### src/rtl/crb_pkg.sv
package crb_pkg;
  typedef enum logic [2:0] {
    ST_IDLE  = 3'd0,
    ST_READY = 3'd1,
    ST_RECV  = 3'd2,
    ST_EXEC  = 3'd3,
    ST_COMPL = 3'd4
  } crb_state_e;

  localparam int unsigned HDR_BYTES = 10;
  localparam int unsigned OFS_STS   = 'h18;
  localparam int unsigned OFS_FIFO  = 'h24;

  localparam int unsigned B_VALID  = 7;
  localparam int unsigned B_READY  = 6;
  localparam int unsigned B_GO     = 5;
  localparam int unsigned B_AVAIL  = 4;
  localparam int unsigned B_EXPECT = 3;
endpackage

### src/rtl/crb_ram.sv
module crb_ram #(
  parameter int DEPTH = 64,
  localparam int AW = $clog2(DEPTH)
) (
  input  logic          clk,
  input  logic          we,
  input  logic [AW-1:0] waddr,
  input  logic [7:0]    wdata,
  input  logic [AW-1:0] raddr,
  output logic [7:0]    rdata
);
  logic [7:0] mem [DEPTH];

  always_ff @(posedge clk) begin
    if (we) mem[waddr] <= wdata;
    rdata <= mem[raddr];
  end
endmodule

### src/rtl/crb_len_cap.sv
module crb_len_cap #(
  parameter int DEPTH = 64,
  localparam int AW = $clog2(DEPTH)
) (
  input  logic          clk,
  input  logic          rst,
  input  logic          clr,
  input  logic          we,
  input  logic [AW-1:0] idx,
  input  logic [7:0]    data,
  output logic [31:0]   len
);
  always_ff @(posedge clk) begin
    if (rst || clr) begin
      len <= '0;
    end else if (we) begin
      case (idx)
        AW'(2):  len[31:24] <= data;
        AW'(3):  len[23:16] <= data;
        AW'(4):  len[15:8]  <= data;
        AW'(5):  len[7:0]   <= data;
        default: len <= len;
      endcase
    end
  end
endmodule

### src/rtl/crb_ctrl.sv
module crb_ctrl
  import crb_pkg::*;
#(
  parameter int ADDR_W = 8,
  parameter int DEPTH = 64,
  localparam int AW = $clog2(DEPTH),
  localparam int CW = $clog2(DEPTH + 1)
) (
  input  logic              clk,
  input  logic              rst,
  input  logic [ADDR_W-1:0] host_addr,
  input  logic              host_wr,
  input  logic              host_rd,
  input  logic [7:0]        host_wdata,
  output logic [7:0]        host_rdata,
  output logic              start,
  output logic [CW-1:0]     cmd_count,
  input  logic [AW-1:0]     be_raddr,
  input  logic              be_we,
  input  logic [AW-1:0]     be_waddr,
  input  logic [7:0]        be_wdata,
  input  logic              be_done,
  input  logic [31:0]       cmd_len,
  input  logic [31:0]       rsp_len,
  output logic              cmd_len_clr,
  output logic              cmd_len_we,
  output logic              rsp_len_clr,
  output logic              rsp_len_we,
  output logic              ram_we,
  output logic [AW-1:0]     ram_waddr,
  output logic [7:0]        ram_wdata,
  output logic [AW-1:0]     ram_raddr,
  input  logic [7:0]        ram_q
);
  crb_state_e    state_q;
  logic [CW-1:0] wr_cnt_q, rd_cnt_q;
  logic          fifo_sel_q;
  logic [7:0]    reg_q;

  logic          sts_wr, abort, go, fifo_wr, fifo_rd;
  logic          expect_c, room_c, accept, go_ok, avail_c, host_take;
  logic [CW-1:0] rsp_lim;
  logic [7:0]    sts_c;
  logic [15:0]   burst_c;

  assign sts_wr  = host_wr && (host_addr == ADDR_W'(OFS_STS));
  assign abort   = sts_wr && host_wdata[B_READY];
  assign go      = sts_wr && host_wdata[B_GO] && !host_wdata[B_READY];
  assign fifo_wr = host_wr && (host_addr == ADDR_W'(OFS_FIFO));
  assign fifo_rd = host_rd && (host_addr == ADDR_W'(OFS_FIFO));

  assign expect_c = (wr_cnt_q < CW'(HDR_BYTES)) || (32'(wr_cnt_q) < cmd_len);
  assign room_c   = wr_cnt_q < CW'(DEPTH);
  assign accept   = fifo_wr && !abort &&
                    ((state_q == ST_READY) ||
                     (state_q == ST_RECV && expect_c && room_c));
  assign go_ok    = go && (state_q == ST_RECV) && !expect_c;

  assign rsp_lim   = (rsp_len > 32'(DEPTH)) ? CW'(DEPTH) : CW'(rsp_len);
  assign avail_c   = (state_q == ST_COMPL) && (rd_cnt_q < rsp_lim);
  assign host_take = fifo_rd && avail_c && !abort;

  // buffer ports: host owns them outside execution, backend inside
  assign ram_we    = accept || (state_q == ST_EXEC && be_we);
  assign ram_waddr = accept ? wr_cnt_q[AW-1:0] : be_waddr;
  assign ram_wdata = accept ? host_wdata : be_wdata;
  assign ram_raddr = (state_q == ST_EXEC) ? be_raddr : rd_cnt_q[AW-1:0];

  assign cmd_len_clr = abort;
  assign cmd_len_we  = accept;
  assign rsp_len_clr = abort || go_ok;
  assign rsp_len_we  = (state_q == ST_EXEC) && be_we;
  assign cmd_count   = wr_cnt_q;

  always_comb begin
    sts_c           = '0;
    sts_c[B_VALID]  = (state_q != ST_EXEC);
    sts_c[B_READY]  = (state_q == ST_READY);
    sts_c[B_AVAIL]  = avail_c;
    sts_c[B_EXPECT] = (state_q == ST_RECV) && expect_c;
  end

  always_comb begin
    case (state_q)
      ST_READY: burst_c = 16'(DEPTH);
      ST_RECV:  burst_c = (expect_c && room_c) ? 16'(DEPTH) - 16'(wr_cnt_q) : 16'd0;
      ST_COMPL: burst_c = avail_c ? 16'(rsp_lim) - 16'(rd_cnt_q) : 16'd0;
      default:  burst_c = 16'd0;
    endcase
  end

  always_ff @(posedge clk) begin
    if (rst) begin
      state_q  <= ST_IDLE;
      wr_cnt_q <= '0;
      rd_cnt_q <= '0;
      start    <= 1'b0;
    end else begin
      start <= 1'b0;
      if (abort) begin
        state_q  <= ST_READY;
        wr_cnt_q <= '0;
        rd_cnt_q <= '0;
      end else begin
        case (state_q)
          ST_READY: if (accept) begin
            state_q  <= ST_RECV;
            wr_cnt_q <= CW'(1);
          end
          ST_RECV: begin
            if (accept) wr_cnt_q <= wr_cnt_q + CW'(1);
            if (go_ok) begin
              state_q <= ST_EXEC;
              start   <= 1'b1;
            end
          end
          ST_EXEC: if (be_done) begin
            state_q  <= ST_COMPL;
            rd_cnt_q <= '0;
          end
          ST_COMPL: if (host_take) rd_cnt_q <= rd_cnt_q + CW'(1);
          default: state_q <= state_q;
        endcase
      end
    end
  end

  always_ff @(posedge clk) begin
    if (rst) begin
      fifo_sel_q <= 1'b0;
      reg_q      <= '0;
    end else begin
      fifo_sel_q <= host_take;
      if (host_rd && host_addr == ADDR_W'(OFS_STS))
        reg_q <= sts_c;
      else if (host_rd && host_addr == ADDR_W'(OFS_STS + 1))
        reg_q <= burst_c[7:0];
      else if (host_rd && host_addr == ADDR_W'(OFS_STS + 2))
        reg_q <= burst_c[15:8];
      else
        reg_q <= '0;
    end
  end

  assign host_rdata = fifo_sel_q ? ram_q : reg_q;

  AST_WR_BOUND: assert property (@(posedge clk) disable iff (rst)
    wr_cnt_q <= CW'(DEPTH));
  AST_ABORT_READY: assert property (@(posedge clk) disable iff (rst)
    abort |=> (state_q == ST_READY && wr_cnt_q == '0));
  AST_START_PULSE: assert property (@(posedge clk) disable iff (rst)
    start |=> !start);
  AST_START_EXEC: assert property (@(posedge clk) disable iff (rst)
    start |-> state_q == ST_EXEC);
  AST_DROP_EXEC: assert property (@(posedge clk) disable iff (rst)
    (state_q == ST_EXEC && fifo_wr && !abort) |=> $stable(wr_cnt_q));
  AST_RD_BOUND: assert property (@(posedge clk) disable iff (rst)
    (state_q == ST_COMPL) |-> rd_cnt_q <= rsp_lim);
endmodule

### src/rtl/crb_engine.sv
module crb_engine #(
  parameter int ADDR_W = 8,
  parameter int DEPTH = 64,
  localparam int AW = $clog2(DEPTH),
  localparam int CW = $clog2(DEPTH + 1)
) (
  input  logic              clk,
  input  logic              rst,
  input  logic [ADDR_W-1:0] reg_addr,
  input  logic              reg_wr,
  input  logic              reg_rd,
  input  logic [7:0]        reg_wdata,
  output logic [7:0]        reg_rdata,
  output logic              exec_start,
  output logic [CW-1:0]     exec_cmd_len,
  input  logic [AW-1:0]     exec_raddr,
  output logic [7:0]        exec_rdata,
  input  logic              exec_we,
  input  logic [AW-1:0]     exec_waddr,
  input  logic [7:0]        exec_wdata,
  input  logic              exec_done
);
  logic          ram_we;
  logic [AW-1:0] ram_waddr, ram_raddr;
  logic [7:0]    ram_wdata, ram_q;
  logic [31:0]   cmd_len, rsp_len;
  logic          cmd_clr, cmd_we, rsp_clr, rsp_we;

  crb_ram #(.DEPTH(DEPTH)) u_ram (
    .clk(clk), .we(ram_we), .waddr(ram_waddr), .wdata(ram_wdata),
    .raddr(ram_raddr), .rdata(ram_q)
  );

  crb_len_cap #(.DEPTH(DEPTH)) u_cmd_len (
    .clk(clk), .rst(rst), .clr(cmd_clr), .we(cmd_we),
    .idx(ram_waddr), .data(ram_wdata), .len(cmd_len)
  );

  crb_len_cap #(.DEPTH(DEPTH)) u_rsp_len (
    .clk(clk), .rst(rst), .clr(rsp_clr), .we(rsp_we),
    .idx(exec_waddr), .data(exec_wdata), .len(rsp_len)
  );

  crb_ctrl #(.ADDR_W(ADDR_W), .DEPTH(DEPTH)) u_ctrl (
    .clk(clk), .rst(rst),
    .host_addr(reg_addr), .host_wr(reg_wr), .host_rd(reg_rd),
    .host_wdata(reg_wdata), .host_rdata(reg_rdata),
    .start(exec_start), .cmd_count(exec_cmd_len),
    .be_raddr(exec_raddr), .be_we(exec_we), .be_waddr(exec_waddr),
    .be_wdata(exec_wdata), .be_done(exec_done),
    .cmd_len(cmd_len), .rsp_len(rsp_len),
    .cmd_len_clr(cmd_clr), .cmd_len_we(cmd_we),
    .rsp_len_clr(rsp_clr), .rsp_len_we(rsp_we),
    .ram_we(ram_we), .ram_waddr(ram_waddr), .ram_wdata(ram_wdata),
    .ram_raddr(ram_raddr), .ram_q(ram_q)
  );

  assign exec_rdata = ram_q;
endmodule

### config.mk
export PLATFORM = sky130hd
export DESIGN_NAME = crb_engine
export DESIGN_NICKNAME = d
export VERILOG_FILES = /design/src/rtl/crb_pkg.sv /design/src/rtl/crb_ram.sv /design/src/rtl/crb_len_cap.sv /design/src/rtl/crb_ctrl.sv /design/src/rtl/crb_engine.sv
export SDC_FILE = /design/constraint.sdc
export NUM_CORES = 1
export LEC_CHECK = 0
export ABC_AREA = 1
export CAP_MARGIN = 20
export CORE_AREA = 2 2 355 217
export DETAILED_ROUTE_END_ITERATION = 10
export DIE_AREA = 0 0 357 219
export SETUP_SLACK_MARGIN = 0.02
export SLEW_MARGIN = 20
export SYNTH_ARGS = -nofsm -noshare
export SYNTH_HDL_FRONTEND = slang
export SYNTH_SLANG_ARGS = --single-unit
### constraint.sdc
create_clock -name clk -period 4.8 [get_ports clk]
set_clock_uncertainty 0.2 [all_clocks]
set_input_delay 0.72 -clock clk [delete_from_list [all_inputs] [get_ports clk]]
set_output_delay 0.72 -clock clk [all_outputs]
set_load 0.02 [all_outputs]
Word-level counts from Yosys, hierarchy flattened
Memories as Yosys holds them, arrays and structs flattened. A register that Yosys moved wholly into a read port is not among the register bits.
Cells that the tools add are included.
{"block": "op_classes", "addsub": 4, "n_lt_le_gt_ge": 5, "eq_ne": 25, "muxes": 25, "bitwise_logic": 1, "n_reduce_logical": 48}
{"operator": "$pmux W16 S3", "count": 1}
{"operator": "$mux W8", "count": 5}
{"operator": "$mux W7", "count": 5}
{"operator": "$gt A32 B7 Y1 const B", "count": 1}
{"operator": "$lt A7 B32 Y1", "count": 1}
{"operator": "$mux W16", "count": 2}
{"operator": "$pmux W7 S2", "count": 2}
{"operator": "$eq A6 B2 Y1 const B", "count": 4}
{"operator": "$eq A6 B3 Y1 const B", "count": 4}
{"operator": "$eq A8 B5 Y1 const B", "count": 3}
{"operator": "$logic_and A1 B1 Y1", "count": 20}
{"operator": "$reduce_and A2 Y1", "count": 8}
{"operator": "$add A7 B1 Y7 const B", "count": 2}
{"operator": "$mux W6", "count": 2}
{"operator": "$mux W3", "count": 3}
{"operator": "$ne A3 B2 Y1 const B", "count": 3}
{"operator": "$pmux W3 S3", "count": 1}
{"operator": "$eq A8 B6 Y1 const B", "count": 1}
{"operator": "$ne A2 B1 Y1 const B", "count": 4}
{"operator": "$reduce_and A4 Y1", "count": 2}
{"operator": "$sub A7 B7 Y8", "count": 1}
{"operator": "$sub A7 B7 Y8 const A", "count": 1}
{"operator": "$lt A7 B4 Y1 const B", "count": 1}
{"operator": "$lt A7 B7 Y1", "count": 1}
{"operator": "16 further kinds", "count": 30}
{"block": "totals", "regBits": 91, "mem_bits_rw": 512, "inputBits": 42, "out_inout_bits": 24, "word_cells": 125, "n_memories": 1}
{"name": "u_ram.mem", "words": 64, "word_bits": 8, "read_ports": 1, "rd_clocked_by_memory_dff": 1, "wr": 1, "line_no": "crb_ram.sv:12", "text": "logic [7:0] mem [DEPTH];"}

Longest topological paths before layout
{"block": "logic_depth", "ltp_word": 9, "depth_mapped": 24, "ltp_nobuf": 24}

Cells and area by module
A second synthesis with hierarchy kept.
{"block": "unflattened", "hier_cells": 2675, "hier_area_um2": 26984.6}
{"module": "crb_ram", "n_inst": 1, "cells_per_inst": 1805, "area_per_inst_um2": 21339.2, "seq_area_each_um2": 15534.9}
{"module": "crb_len_cap", "n_inst": 2, "cells_per_inst": 203, "area_per_inst_um2": 1426.4, "seq_area_each_um2": 640.6}
{"module": "crb_ctrl", "n_inst": 1, "cells_per_inst": 464, "area_per_inst_um2": 2792.7, "seq_area_each_um2": 540.5}

Worst setup path before layout
Ideal clock, no wire load.
{"block": "synth_path", "path_type": "register to register", "start": "reg u_rsp_len.len[8]", "end": "reg u_ctrl.rd_cnt_q[1]", "setup_time_ps": 121, "arrival_time_ps": 3012, "required_ps": 4479, "path_slack_ps": 1467, "path_stages_with_launch": 24, "path_buffers": 0, "synth_period_minus_slack_ps": 3333, "path_cell_list": "dfxtp_1 nor4_1 nand3_1 nor3_1 nand2_1 nand2_1 inv_1 nor2_1 inv_1 fa_1 inv_1 nand3_1 nand2_1 a21oi_1 o21ai_1 nand2_1 nand2_1 nand2_1 inv_1 nand4_1 nand2_1 nand2_1 o21ai_0 nor2_1"}
{"block": "synth_via", "elab_chain_len": 8}
{"element": "from (decl)", "line_no": "crb_len_cap.sv:11", "text": "output logic [31:0] len"}
{"element": "from (signal assigned)", "line_no": "crb_len_cap.sv:20", "text": "AW'(4): len[15:8] <= data;"}
{"element": "from (signal assigned)", "line_no": "crb_len_cap.sv:22", "text": "default: len <= len;"}
{"element": "$gt A32 B7 Y1", "line_no": "crb_ctrl.sv:59", "text": "assign rsp_lim = (rsp_len > 32'(DEPTH)) ? CW'(DEPTH) : CW'(rsp_len);"}
{"element": "$mux W7", "line_no": "crb_ctrl.sv:59"}
{"element": "$lt A7 B7 Y1", "line_no": "crb_ctrl.sv:60", "text": "assign avail_c = (state_q == ST_COMPL) && (rd_cnt_q < rsp_lim);"}
{"element": "$logic_and A1 B1 Y1", "line_no": "crb_ctrl.sv:60"}
{"element": "$logic_and A1 B1 Y1 (2 in series)", "line_no": "crb_ctrl.sv:61", "text": "assign host_take = fifo_rd && avail_c && !abort;"}
{"element": "$ne A2 B1 Y1 (no line)"}
{"element": "$reduce_and A3 Y1 (no line)"}
{"element": "to (signal assigned)", "line_no": "crb_ctrl.sv:121", "text": "ST_COMPL: if (host_take) rd_cnt_q <= rd_cnt_q + CW'(1);"}
{"element": "to (decl)", "line_no": "crb_ctrl.sv:36", "text": "logic [CW-1:0] wr_cnt_q, rd_cnt_q;"}
No other way between the ends.
A chain may end at the register's enable or synchronous reset.

Worst setup path in the final report
Ends and elaborated chain as after synthesis.

==> key figures <==
Synth
  – Cells after synthesis: 2342
  – Synth warn: 0
  – Largest family of logic cells by synthesized area: simple AND/OR/NAND/NOR gates
  – #FFs+latches synth: 611
  – Cell variety after synth: 51
  – XOR/XNOR Fraction of Synth Area: 0.00303
  – Seq/Total Area, Yosys: 0.667
  – Multiplexer share of the synthesized area: 0.0104
  – Adder-cell share of the synthesized area: 0.00847
  – Ys flop type: edfxtp_1
  – Share of flip-flops with an asynchronous set or reset after synthesis: 0
  – Compound-gate portion of the synthesized area: 0.124
  – Syn avg cell area: 11.1 um^2
  – Mapped Nets: 2401
  – Synth Area in Simple Gates: 0.144
  – Synth Cell Area: 26000 um^2
  – Post-synth EDFFs: 512

Global route
  – Global route overflow: 0
  – Largest net degree at the start of global routing: 157
  – Global Route Usage Sum: 0.194
  – Initial antenna violation count: 0
  – First-pass GRT wire length: 114000 um
  – Vias in the first global route: 17913

Placement
  – DP HPWL: 50500 um
  – Final Wtd Congestion: 0.939
  – I/O Buffers: 65

Floorplan
  – Die height: 219 um
  – Core area: 74800 um^2
  – Floorplan row count: 78
  – Initial Util: 0.348
  – Ports: 66
  – Die W: 357 um
  – Die area: 78200 um^2

Cells and area
  – Area Overhead vs Synth: 16.1%
  – Final #Nets: 2498
  – Diodes inserted: 0
  – Most frequent cells in the layout: edfxtp_1 (512), nor2_1 (444), o21ai_0 (265), nand2_1 (210), inv_1 (136)
  – Layout cell share with drive strength beyond 1: 0.105
  – Most common cell after layout, fill and taps aside: edfxtp_1

Route
  – Vias per cell: 5.48
  – Detail Route Antenna Nets: 0
  – First drt pass iteration count: 6
  – Post-Route WL: 76800 um
  – Iteration-0 DRC Markers: 3038
  – Vias post-DR: 19089
  – DRC: 0
  – Wirelength per Cell: 22.1 um

Timing
  – RSZ-0062 raised after global routing: no
  – Fin Hold WS: 0.263 ns
  – Crit share post-route: 0.890
  – Final setup vio count: 0
  – Slew headroom: 0.306
  – Final setup TNS: 0 ns
  – Fmax: 234 MHz
  – Slew @ Worst Pin: 1.04 ns
  – Count of pins over their slew limit: 0
  – Hold Vio Cnt, Final: 0
  – Min cycle time layout: 4.27 ns

CTS
  – Clock latency at the later pin of the worst-skew pair: 0.64 ns
  – TritonCTS clock tree: yes
  – Post-CTS Setup Repair Bufs: 0
  – Cts hold-fix bufs: 0
  – Clock tree buffer depth: 3
  – Post-CTS sizing: 0
  – Clk sink count: 611
  – Root Buffer Master: clkbuf_16
  – CTS buffer count: 55
  – Clock Pin Slew Worst Setup and Hold Paths: 0.07 ns
  – H-Tree Depth: 2

Power and ir drop
  – Pleak: 10.1 nW
  – Pwr Density: 352 nW/um^2
  – Tot Pwr: 10.6 mW
  – Max VDD drop: 219 uV

Flow run
  – Max_cap viols: 0

Min path
  – Hold Crit Class: flop to flop

Setup path
  – Worst path required time: 5.10 ns
  – Worst setup path category: flop to flop
  – Worst Setup End Kind: flop
  – Worst EP arrival: 4.57 ns
  – Critical path startpoint category: flop
  – Largest fanout on the critical path: 8

Status
  – Status: finished clean
## worst paths after layout
path | start | end | slack [ns] | cells after the start
worst max-delay path | u_rsp_len.len[8] | u_ctrl.rd_cnt_q[1] | 0.53 | 23
worst min-delay path | u_rsp_len.len[22] | u_rsp_len.len[22] | 0.26 | 2
worst max register to register | u_rsp_len.len[8] | u_ctrl.rd_cnt_q[1] | 0.53 | 23
worst min register to register | u_rsp_len.len[22] | u_rsp_len.len[22] | 0.26 | 2
## where the power goes
part	total [mW]	switching, mW	internal [mW]	leakage (nW)
logic	0.271	0.195	0.0755	3.78
clock network	4.63	1.97	2.65	0.905
registers	5.74	0.00133	5.74	5.40
## kinds of logic (layout without fill, tap and decap cells)
family          Yosys count  count (layout)
mux                      26              26
xor+xnor                  9               9
buf+inv                 280             419
flops                   611             611
compound gates          538             538
simple gates            861             861
fa+ha+maj                17              17
## synth_stat cells (9+ instances only)
| cell type | n | share of area |
|---|---|---|
| a21oi_1 | 48 | 0.0092 |
| nor4_1 | 9 | 0.0022 |
| edfxtp_1 | 512 | 0.59 |
| nand3_1 | 114 | 0.022 |
| inv_1 | 145 | 0.021 |
| o211ai_1 | 90 | 0.026 |
| o22ai_1 | 55 | 0.013 |
| nor2_1 | 445 | 0.064 |
| nand2_1 | 210 | 0.030 |
| o221ai_1 | 47 | 0.016 |
| nand4_1 | 12 | 0.0029 |
| ha_1 | 16 | 0.0077 |
| buf_2 | 15 | 0.0029 |
| mux2i_1 | 18 | 0.0069 |
| buf_1 | 9 | 0.0013 |
| o21ai_1 | 20 | 0.0038 |
| inv_2 | 9 | 0.0013 |
| dfxtp_1 | 99 | 0.076 |
| nor3_1 | 15 | 0.0029 |
| or2_2 | 14 | 0.0034 |
| o21ai_0 | 265 | 0.051 |
| clkbuf_1 | 90 | 0.013 |
## layer usage
layer	part of all wire	track usage	up-vias
met1	0.46	0.299	9446
li1	-	-	8570
met2	0.39	0.260	990
met5	0	0	-
met3	0.13	0.0664	83
met4	0.015	0.0388	0
## critical path, stage by stage, from the launching register on
cell	delay, ns
dfxtp_1	0.31
nor4_1	0.28
nand3_1	0.15
nor3_1	0.16
nand2_1	0.14
nand2_1	0.13
inv_1	0.09
nor2_1	0.30
inv_1	0.11
fa_1	0.41
inv_1	0.08
nand3_1	0.06
nand2_1	0.11
a21oi_1	0.08
o21ai_1	0.18
nand2_1	0.08
nand2_1	0.07
nand2_1	0.15
inv_1	0.17
nand4_1	0.24
nand2_1	0.15
nand2_1	0.21
o21ai_0	0.22
nor2_1	0.06
## sequential cells by signal, summed over array words and instances, names as in the netlist
name,flops
u_ram.mem,512
u_cmd_len.len,32
u_rsp_len.len,32
u_ctrl.reg_q,8
u_ram.rdata,8
u_ctrl.cmd_count,7
u_ctrl.rd_cnt_q,7
u_ctrl.state_q,3
u_ctrl.fifo_sel_q,1
u_ctrl.start,1
## cell type report
class,instances,area (um^2)
Fill cell,7057,44600
Sequential cell,611,17400
Multi-Input combinational cell,1451,7570
Timing Repair Buffer,163,1560
Clock buffer,66,1460
Tap cell,1000,1250
Inverter,157,596
Clock inverter,33,404
## per-stage QoR
stage               instances  cell area [um^2]  setup WS [ns]   util
floorplan                2342             26000           1.47      -
global placement         3382             28300          0.411  0.379
detailed placement       3382             28300          0.231  0.379
CTS                      3481             30200          0.670  0.404
global route             3481             30200          0.180  0.404
finish                   3481             30200          0.529  0.404
(Power assumes the default switching activity.)
